### src/rtl/bscan_pkg.sv
package bscan_pkg;

   typedef enum logic [3:0] {
      ST_RESET, ST_IDLE,
      ST_DRSEL, ST_DRCAP, ST_DRSHF, ST_DREX1, ST_DRPAU, ST_DREX2, ST_DRUPD,
      ST_IRSEL, ST_IRCAP, ST_IRSHF, ST_IREX1, ST_IRPAU, ST_IREX2, ST_IRUPD
   } tap_st_t;

   function automatic tap_st_t tap_next(input tap_st_t s, input logic m);
      tap_st_t n;
      case (s)
         ST_RESET: n = m ? ST_RESET : ST_IDLE;
         ST_IDLE:  n = m ? ST_DRSEL : ST_IDLE;
         ST_DRSEL: n = m ? ST_IRSEL : ST_DRCAP;
         ST_DRCAP: n = m ? ST_DREX1 : ST_DRSHF;
         ST_DRSHF: n = m ? ST_DREX1 : ST_DRSHF;
         ST_DREX1: n = m ? ST_DRUPD : ST_DRPAU;
         ST_DRPAU: n = m ? ST_DREX2 : ST_DRPAU;
         ST_DREX2: n = m ? ST_DRUPD : ST_DRSHF;
         ST_DRUPD: n = m ? ST_DRSEL : ST_IDLE;
         ST_IRSEL: n = m ? ST_RESET : ST_IRCAP;
         ST_IRCAP: n = m ? ST_IREX1 : ST_IRSHF;
         ST_IRSHF: n = m ? ST_IREX1 : ST_IRSHF;
         ST_IREX1: n = m ? ST_IRUPD : ST_IRPAU;
         ST_IRPAU: n = m ? ST_IREX2 : ST_IRPAU;
         ST_IREX2: n = m ? ST_IRUPD : ST_IRSHF;
         ST_IRUPD: n = m ? ST_DRSEL : ST_IDLE;
         default:  n = ST_RESET;
      endcase
      return n;
   endfunction

endpackage

### src/rtl/bscan_ctrl.sv
module bscan_ctrl
   import bscan_pkg::*;
(
   input  logic    clk,
   input  logic    rst_n,
   input  logic    mode_sel,
   output tap_st_t st
);

   always_ff @(posedge clk or negedge rst_n) begin
      if (!rst_n) st <= ST_RESET;
      else        st <= tap_next(st, mode_sel);
   end

   // holding mode_sel high keeps the controller parked in reset
   assert_reset_park_R2: assert property (@(posedge clk) disable iff (!rst_n)
      (st == ST_RESET && mode_sel) |=> (st == ST_RESET));

endmodule

### src/rtl/bscan_ir.sv
module bscan_ir
   import bscan_pkg::*;
#(
   parameter int IR_W = 2
) (
   input  logic            clk,
   input  logic            rst_n,
   input  tap_st_t         st,
   input  logic            din,
   output logic [IR_W-1:0] ir_q,
   output logic            sh_lsb
);

   localparam logic [IR_W-1:0] CAPT_PAT = IR_W'(1);
   localparam logic [IR_W-1:0] PASS_OP  = '1;

   logic [IR_W-1:0] sh_q;

   always_ff @(posedge clk or negedge rst_n) begin
      if (!rst_n)                sh_q <= CAPT_PAT;
      else if (st == ST_IRCAP)   sh_q <= CAPT_PAT;
      else if (st == ST_IRSHF)   sh_q <= {din, sh_q[IR_W-1:1]};
   end

   always_ff @(negedge clk or negedge rst_n) begin
      if (!rst_n)                ir_q <= PASS_OP;
      else if (st == ST_RESET)   ir_q <= PASS_OP;
      else if (st == ST_IRUPD)   ir_q <= sh_q;
   end

   assign sh_lsb = sh_q[0];

   // the active code only moves in Update-IR (or Test-Logic-Reset)
   assert_ir_hold_R4: assert property (@(posedge clk) disable iff (!rst_n)
      (st != ST_IRUPD && st != ST_RESET) |-> $stable(ir_q));

endmodule

### src/rtl/bscan_chain.sv
module bscan_chain #(
   parameter int N_CELLS = 8,
   parameter int N_LATCH = 4
) (
   input  logic               clk,
   input  logic               rst_n,
   input  logic               cap_en,
   input  logic               shf_en,
   input  logic               upd_en,
   input  logic               din,
   input  logic [N_CELLS-1:0] cap_vec,
   output logic               chain_lsb,
   output logic [N_LATCH-1:0] upd_out
);

   logic [N_CELLS-1:0] stage;

   for (genvar i = 0; i < N_CELLS; i++) begin : g_cell
      logic nxt;
      logic q;
      if (i == N_CELLS - 1) begin : g_head
         assign nxt = din;
      end else begin : g_body
         assign nxt = stage[i+1];
      end

      always_ff @(posedge clk or negedge rst_n) begin
         if (!rst_n)      q <= 1'b0;
         else if (cap_en) q <= cap_vec[i];
         else if (shf_en) q <= nxt;
      end
      assign stage[i] = q;

      if (i < N_LATCH) begin : g_hold
         logic hq;
         always_ff @(negedge clk or negedge rst_n) begin
            if (!rst_n)      hq <= 1'b0;
            else if (upd_en) hq <= q;
         end
         assign upd_out[i] = hq;
      end
   end

   assign chain_lsb = stage[0];

   // forced pin values change only on the Update-DR falling edge
   assert_latch_hold_R7: assert property (@(posedge clk) disable iff (!rst_n)
      !upd_en |-> $stable(upd_out));

endmodule

### src/rtl/bscan_port.sv
module bscan_port
   import bscan_pkg::*;
#(
   parameter int N_IN  = 4,
   parameter int N_OUT = 4,
   parameter int IR_W  = 2
) (
   input  logic             test_clk,
   input  logic             test_rst_n,
   input  logic             mode_sel,
   input  logic             ser_in,
   output logic             ser_out,
   output logic             ser_oe,
   input  logic [N_IN-1:0]  pad_in,
   output logic [N_IN-1:0]  core_in,
   input  logic [N_OUT-1:0] core_out,
   output logic [N_OUT-1:0] pad_out
);

   localparam int N_CELLS = N_IN + N_OUT;
   localparam logic [IR_W-1:0] OP_DRIVE = '0;
   localparam logic [IR_W-1:0] OP_SNAP  = IR_W'(1);

   if (N_IN < 1 || N_OUT < 1) begin : g_bad_pins
      $error("bscan_port: pin counts must be positive");
   end
   if (IR_W < 2) begin : g_bad_ir
      $error("bscan_port: instruction width must be at least 2");
   end

   tap_st_t            st;
   logic [IR_W-1:0]    ir_q;
   logic               ir_lsb;
   logic               bnd_sel;
   logic               chain_lsb;
   logic               byp_q;
   logic [N_OUT-1:0]   upd_out;
   logic               drive_on;
   logic               in_shift;

   bscan_ctrl u_ctrl (
      .clk      (test_clk),
      .rst_n    (test_rst_n),
      .mode_sel (mode_sel),
      .st       (st)
   );

   bscan_ir #(.IR_W(IR_W)) u_ir (
      .clk    (test_clk),
      .rst_n  (test_rst_n),
      .st     (st),
      .din    (ser_in),
      .ir_q   (ir_q),
      .sh_lsb (ir_lsb)
   );

   assign bnd_sel = (ir_q == OP_DRIVE) || (ir_q == OP_SNAP);

   bscan_chain #(.N_CELLS(N_CELLS), .N_LATCH(N_OUT)) u_chain (
      .clk       (test_clk),
      .rst_n     (test_rst_n),
      .cap_en    (bnd_sel && st == ST_DRCAP),
      .shf_en    (bnd_sel && st == ST_DRSHF),
      .upd_en    (bnd_sel && st == ST_DRUPD),
      .din       (ser_in),
      .cap_vec   ({pad_in, core_out}),
      .chain_lsb (chain_lsb),
      .upd_out   (upd_out)
   );

   always_ff @(posedge test_clk or negedge test_rst_n) begin
      if (!test_rst_n)                       byp_q <= 1'b0;
      else if (!bnd_sel && st == ST_DRCAP)   byp_q <= 1'b0;
      else if (!bnd_sel && st == ST_DRSHF)   byp_q <= ser_in;
   end

   assign in_shift = (st == ST_DRSHF) || (st == ST_IRSHF);

   always_ff @(negedge test_clk or negedge test_rst_n) begin
      if (!test_rst_n) begin
         ser_oe  <= 1'b0;
         ser_out <= 1'b0;
      end else begin
         ser_oe  <= in_shift;
         if (st == ST_IRSHF)      ser_out <= ir_lsb;
         else if (st == ST_DRSHF) ser_out <= bnd_sel ? chain_lsb : byp_q;
      end
   end

   assign drive_on = (ir_q == OP_DRIVE) && (st != ST_RESET);
   assign pad_out  = drive_on ? upd_out : core_out;
   assign core_in  = pad_in;

   // serial output is enabled exactly in the shift states
   assert_oe_window_R3: assert property (@(posedge test_clk) disable iff (!test_rst_n)
      ser_oe == (st == ST_DRSHF || st == ST_IRSHF));

   // bypass delays serial data by one clock
   assert_bypass_delay_R5: assert property (@(posedge test_clk) disable iff (!test_rst_n)
      (st == ST_DRSHF && $past(st) == ST_DRSHF && !bnd_sel) |-> (ser_out == $past(ser_in)));

   // pins are functional in Test-Logic-Reset
   assert_reset_functional_R9: assert property (@(negedge test_clk) disable iff (!test_rst_n)
      (st == ST_RESET) |-> (pad_out == core_out));

endmodule

### config.mk
export PLATFORM = sky130hd
export DESIGN_NAME = bscan_port
export DESIGN_NICKNAME = d
export VERILOG_FILES = /design/src/rtl/bscan_pkg.sv /design/src/rtl/bscan_ctrl.sv /design/src/rtl/bscan_ir.sv /design/src/rtl/bscan_chain.sv /design/src/rtl/bscan_port.sv
export SDC_FILE = /design/constraint.sdc
export NUM_CORES = 1
export LEC_CHECK = 0
export BUFFER_PORTS_ARGS = -buffer_cell sky130_fd_sc_hd__buf_4
export CAP_MARGIN = 10
export CELL_PAD_IN_SITES_DETAIL_PLACEMENT = 2
export CELL_PAD_IN_SITES_GLOBAL_PLACEMENT = 2
export CORE_UTILIZATION = 30
export DETAILED_ROUTE_END_ITERATION = 10
export PLACE_DENSITY_LB_ADDON = 0.12
export SETUP_SLACK_MARGIN = 0.05
export SYNTH_ARGS = -nofsm -noshare
export SYNTH_HDL_FRONTEND = slang
export SYNTH_SLANG_ARGS = --single-unit
### constraint.sdc
create_clock -name test_clk -period 2.1 [get_ports test_clk]
set_input_delay 0.63 -clock test_clk [delete_from_list [all_inputs] [get_ports test_clk]]
set_output_delay 0.63 -clock test_clk [all_outputs]
set_load 0.05 [all_outputs]
==> impl_results.md, run 1 <==
- Endpoint arrival time on the critical path: 2.58 ns
- Asr flop ratio synth: 100%
- Root Driver: clkbuf_8
- Total wire length: 4270 microns
- Worst setup margin: -1.11 ns
- Synth Flop Type: dfrtp_1
- Detailed Place HPWL: 2760 microns
- Flop pwr share: 27.0%
- Ys Warns: 0
- EDFF count, synth: 0
- Crit start category: flip-flop
- Leak Pwr: 0.909 nW
- Crit end category: output port
- Place WS: -0.789 ns
- Antenna violations before repair: 0
- Final Setup Violations: 23
- Clk_lat worst skew: 0.34 ns
- Largest net degree at the start of global routing: 17
- Most frequent cells in the layout: 40 x buf_4, 17 x buf_6, 12 x dfrtp_1, 9 x mux2i_1, 9 x nand2_1
- Die Footprint: 4790 sq um
- Cell area power density: around 1600 nW/um^2
- Status: finished, violations left
- GRT overflow: 0
- Worst Path Required: between 1 and 1.5 ns
- Diode count: 0
- Post-Syn Area: between 1000 and 1500 sq um
- DRC violations left: 0
- Slowest cell on the critical path: dfstp_2
- Syn Nets: 141
- Share of cells above drive strength 1: between 50% and 60%
- Clock network fraction of design power: a little over an eighth
- Net Switching: 1.36 mW
- Via count: 1,185
- Area added between synthesis and finish: 49.1%
- Final Util: 46.4%
- Nets: 192
- Placed Cells: approximately 210
- Clk buf depth: 2
- Setup TNS: -9.95 ns
- Total CTS buffers: 3
- Final cell count without fillers: 231
- CTS tree: built
- Post-synthesis cell count: 129
- Clock-pin slew on the worst setup and hold paths: 0.08 ns
- Rel. slew slack: between 40 and 50%
- Starting Density: 31.1%
- Yosys reg bits: 23
- Critical setup path kind: flip-flop to output port
- Critical path fanouts, max: 4
- Port Buffers: 21
- Violated checks: negative setup slack
- TritonRoute pass-1 iters: 4
- Unique masters post-synth: a little over 40
- Iter 0 DRT Violations: 22
- Synthesized area per cell: 10.5 sq um
- Unrepaired setup endpoints after global routing: true
- Internal Power: between 1.5 and 2 mW
- Most common cell after layout, fill and taps aside: buf_4
- Placeable Area: 4350 sq um
- Max Slew Vio Count: 0
- Die extent in x: 69.2 microns
- First-pass GRT wire length: 7170 microns
- Peak supply drop: 0.498 mV
- Total clock sinks: 23
- Min-delay worst type: primary input to async pin
- Worst Path Buf+Inv: 1
- Row cnt: 24
- CP peak stage delay: around 0.55 ns
- Worst-Margin Slew: 0.821 ns
- Register area share after synthesis: 42.7%
- Clock Skews: 0.0794 ns
- Max_cap viols: 0
- GRT Total Usage: 19.2%
- Number of global-route vias before repair: around 1.3k
- Fin Hold WS: 0.211 ns
- CP delay by family, top: flip-flops
- H-tree depth: 1
- Ports: 22
- Final ANT Viol Nets: 0
- Logic gate share of total power: between 60% and 70%
- WL/cell: 18.5 microns
- Sw Share: 41.7%
- Final hold vios: 0
- Die span in y: 69.2 microns
- Via density: 5.13
- Gpl congestion: 0.724
- Worst-path cell chain: nor2_4 > o41ai_4 > mux2_4 > buf_6
==> sequential cells by signal, summed over array words and instances, names as in the netlist <==
register / cells
u_ir.ir_q: 2
u_chain.g_cell.nxt: 7
u_chain.g_cell.g_hold.hq: 4
byp_q: 1
u_ir.sh_q: 2
ser_oe: 1
u_chain.chain_lsb: 1
u_ctrl.st: 4
ser_out: 1
==> worst paths after layout <==
check	startpoint	endpoint	slack (ns)	depth (start not counted)
worst max-delay path	u_ir.ir_q[1]	pad_out[0]	-1.11	4
worst max register to register	u_ctrl.st[3]	ser_out	-0.38	5
min in group test_clk	u_chain.g_cell[1].g_hold.hq	u_chain.g_cell[1].g_hold.hq	0.46	1
worst min register to register	u_chain.g_cell[1].g_hold.hq	u_chain.g_cell[1].g_hold.hq	0.46	1
worst min-delay path	test_rst_n	u_chain.g_cell[2].nxt	0.21	1
max in group asynchronous	test_rst_n	u_ir.ir_q[0]	0.63	1
==> worst reg2reg max path: stages (launching register included) <==
cell	delay [ns]
dfrtp_2	0.44
buf_6	0.14
buf_6	0.12
nor4b_4	0.33
a211oi_2	0.12
a21o_1	0.16
==> timing repair <==
| action | CTS | global route |
|---|---|---|
| resized for setup | 29 | 7 |
| hold buffers | 0 | 0 |
| endpoints found under the setup margin | 23 | 23 |
| cloned | 1 | 0 |
| pin swaps | 16 | 4 |
| setup buffers | 15 | 2 |
==> cell families after synthesis <==
logic type | share of synthesized area [%]
simple gates | 14.5
compound gates | 20.6
buf+inv | 8.30
flops | 42.7
xor+xnor | 0.646
mux | 13.3
==> per-layer routing <==
layer | global-route usage, % | wire length, microns
met5 | 0 | 0
met4 | 3.40 | 31
met3 | 2.33 | 97
met1 | 23.1 | 1790
met2 | 36.7 | 2350
==> power by group through the flow <==
| stage | Combinational (mW) | Sequential (mW) | Clock (mW) |
|---|---|---|---|
| finish | 1.95 | 0.881 | 0.425 |
| global route | 2.11 | 0.909 | 0.451 |
| CTS | 1.91 | 0.872 | 0.436 |
| detailed placement | 1.49 | 0.887 | 0.00895 |
| global placement | 1.42 | 0.869 | 0.00895 |
| floorplan | 0.955 | 0.918 | 0.00895 |
==> through the flow <==
stage | power, mW | cell area (sq um)
2_1_floorplan | 1.88 | 1420
3_3_place_gp | 2.30 | 1690
3_5_place_dp | 2.39 | 1690
4_1_cts | 3.22 | 1990
5_1_grt | 3.47 | 2020
6_report | 3.26 | 2020
==> cell type report <==
type	count	area [sq um]
multi-input cells	89	782
repair buffers	57	492
clock inverters	3	37.5
well taps	52	65.1
inverters	4	22.5
flip-flops and latches	23	582
fillers	450	2330
clock buffers	3	41.3
==> Yosys cell counts, types with 3 or more instances <==
master / instances / area share, %
mux2i_1: 9 / 6.6
o21ai_1: 5 / 1.8
o21ai_2: 4 / 2.6
buf_2: 3 / 1.1
inv_1: 4 / 1.1
nand3_1: 4 / 1.5
dfrtp_1: 14 / 26
o21ai_0: 7 / 2.6
buf_6: 3 / 2.5
nor2_1: 8 / 2.2
a21oi_1: 5 / 1.8
nand2_1: 11 / 3.0
mux2_2: 8 / 6.6
buf_4: 5 / 2.8
dfstp_2: 3 / 5.8
dfrtn_1: 6 / 11
No activity file was read; power rests on OpenSTA's default activity.
==> inputs of run 2 (changes only) <==
Settings changed: SETUP_SLACK_MARGIN 0.05 to not set.
==> impl_results.md, run 2 (synthesis results as in run 1) <==
- WL/cell: 18.2 microns (was 18.5 microns)
- Internal Power: 1.83 mW (was 1.90 mW)
- Worst setup margin: -1.11 ns (about the same)
- Detailed Place HPWL: 2820 microns (was 2760 microns)
- Critical setup path kind: flip-flop to output port (unchanged)
- Unrepaired setup endpoints after global routing: true (unchanged)
- Row cnt: 24 (unchanged)
- Share of cells above drive strength 1: 56.8% (was 56.4%)
- Violated checks: negative setup slack (unchanged)
- Min-delay worst type: primary input to async pin (unchanged)
- Iter 0 DRT Violations: 15 (was 22)
- Clock Skews: 0.0805 ns (was 0.0794 ns)
- Max_cap viols: 0 (unchanged)
- Worst Path Required: 1.47 ns (about the same)
- First-pass GRT wire length: 7220 microns (was 7170 microns)
- Most frequent cells in the layout: 45 x buf_4, 14 x buf_6, 11 x dfrtp_1, 10 x nand2_1, 9 x mux2i_1 (was 40 x buf_4, 17 x buf_6, 12 x dfrtp_1, 9 x mux2i_1, 9 x nand2_1)
- Cell area power density: 1570 nW/um^2 (was 1610 nW/um^2)
- Area added between synthesis and finish: 49.3% (was 49.1%)
- CTS tree: built (unchanged)
- Clock-pin slew on the worst setup and hold paths: 0.09 ns (was 0.08 ns)
- Worst r2r src: u_ctrl.st[2] (was u_ctrl.st[3])
- Antenna violations before repair: 0 (unchanged)
- Peak supply drop: 0.561 mV (was 0.498 mV)
- Flop pwr share: 27.7% (was 27.0%)
- Via density: 5.08 (was 5.13)
- Setup TNS: -9.94 ns (was -9.95 ns)
- Most common cell after layout, fill and taps aside: buf_4 (unchanged)
- Post-CTS Hold Fix Bufs: 0 (unchanged)
- Total wire length: 4270 microns (about the same)
- Max FFs per register: 7 (unchanged)
- Total CTS buffers: 3 (unchanged)
- Rel. slew slack: 48.7% (was 45.1%)
- Design Power: 3.19 mW (was 3.26 mW)
- TritonRoute pass-1 iters: 3 (was 4)
- Gpl congestion: 0.723 (was 0.724)
- Starting Density: 31.1% (unchanged)
- GRT Total Usage: 19.2% (about the same)
- Reg2reg end: u_chain.g_cell[3].g_hold.hq (was ser_out)
- Ports: 22 (unchanged)
- Number of global-route vias before repair: 1,397 (was 1,336)
- Critical path fanouts, max: 4 (unchanged)
- Leak Pwr: 0.925 nW (was 0.909 nW)
- Sw Share: 42.7% (was 41.7%)
- Die extent in x: 69.2 microns (unchanged)
- Port Buffers: 21 (unchanged)
- GRT overflow: 0 (unchanged)
- # fillers: 439 (was 450)
- Fin Hold WS: 0.223 ns (was 0.211 ns)
- Nets: 196 (was 192)
- Max Slew Vio Count: 0 (unchanged)
- R2R setup slack: -0.39 ns (was -0.38 ns)
- Worst r2r path cells: 4 (was 5)
- Clk_lat worst skew: 0.34 ns (about the same)
- Status: finished, violations left (unchanged)
- DRC violations left: 0 (unchanged)
- Final hold vios: 0 (unchanged)
- Crit end category: output port (unchanged)
- H-tree depth: 1 (unchanged)
- Placed cell area: 1690 sq um (unchanged)
- Final ANT Viol Nets: 0 (unchanged)
- Root Driver: clkbuf_8 (unchanged)
- Worst-Margin Slew: 0.767 ns (was 0.821 ns)
- Total clock sinks: 23 (unchanged)
- Via count: 1,193 (was 1,185)
- Crit start category: flip-flop (unchanged)
- Endpoint arrival time on the critical path: 2.58 ns (about the same)
- Die span in y: 69.2 microns (unchanged)
- Place WS: -0.785 ns (was -0.789 ns)
- Net Switching: 1.36 mW (about the same)
- Clk buf depth: 2 (unchanged)
- Placeable Area: 4350 sq um (unchanged)
- Diode count: 0 (unchanged)
- Largest net degree at the start of global routing: 17 (unchanged)
- Logic gate share of total power: 62.9% (was 60.0%)
- Final instance area: 2020 sq um (about the same)
- Die Footprint: 4790 sq um (unchanged)
- Final Setup Violations: 23 (unchanged)
- Clock network fraction of design power: 9.4% (was 13.0%)
-- run 2: worst max-delay path: stages (launching register included) --
cell,delay [ns]
dfstp_2,0.55
nor2_4,0.05
o41ai_4,0.08
mux2_4,0.35
buf_8,0.15
-- run 2: metrics by stage --
stage               cells  util [%]
floorplan             129         -
global placement      211      38.9
detailed placement    211      38.9
CTS                   232      45.5
global route          235      46.5
finish                235      46.5
-- run 2: worst max-delay path by stage --
stage,endpoint,slack (ns),from
after CTS,pad_out[1],-1.11,u_ir.ir_q[0]
after global placement,pad_out[1],-0.77,u_ir.ir_q[0]
final,pad_out[1],-1.11,u_ir.ir_q[1]
after floorplan,pad_out[0],-0.75,u_ir.ir_q[1]
after global routing,pad_out[1],-1.16,u_ir.ir_q[0]
after detailed placement,pad_out[1],-0.78,u_ir.ir_q[0]
-- run 2: repair_timing --
item,4_1_cts,5_1_grt
gates cloned,1,0
hold endpoints to repair,0,0
buffers inserted,15,6
pin swaps,14,7
gates resized for setup,28,9
endpoints found under the setup margin,23,23
-- run 2: final cells by class --
cell class              instances  area (sq um)  share of cell area (%)
multi-input cells              89           774                    38.3
clock buffers                   3          41.3                    2.04
repair buffers                 61           526                    26.0
clock inverters                 3          12.5                   0.618
inverters                       4          22.5                    1.11
flip-flops and latches         23           583                    28.8
well taps                      52          65.1                    3.21
-- run 2: power by group through the flow --
stage	logic [mW]	registers (mW)	clock network, mW
detailed placement	1.50	0.888	0.00895
CTS	1.90	0.883	0.309
global route	2.16	0.910	0.331
floorplan	0.955	0.918	0.00895
global placement	1.42	0.869	0.00895
finish	2.00	0.882	0.301
-- run 2: routing by layer --
layer  vias to the layer above  GRT usage, %  share of wire, %  routed length [microns]
met4                         0          3.40              0.28                       12
met1                       607          22.5                43                     1860
met3                         2          2.33               1.6                       69
met5                         -             0                 0                        0
li1                        570             -                 -                        -
met2                        14          37.1                55                     2330
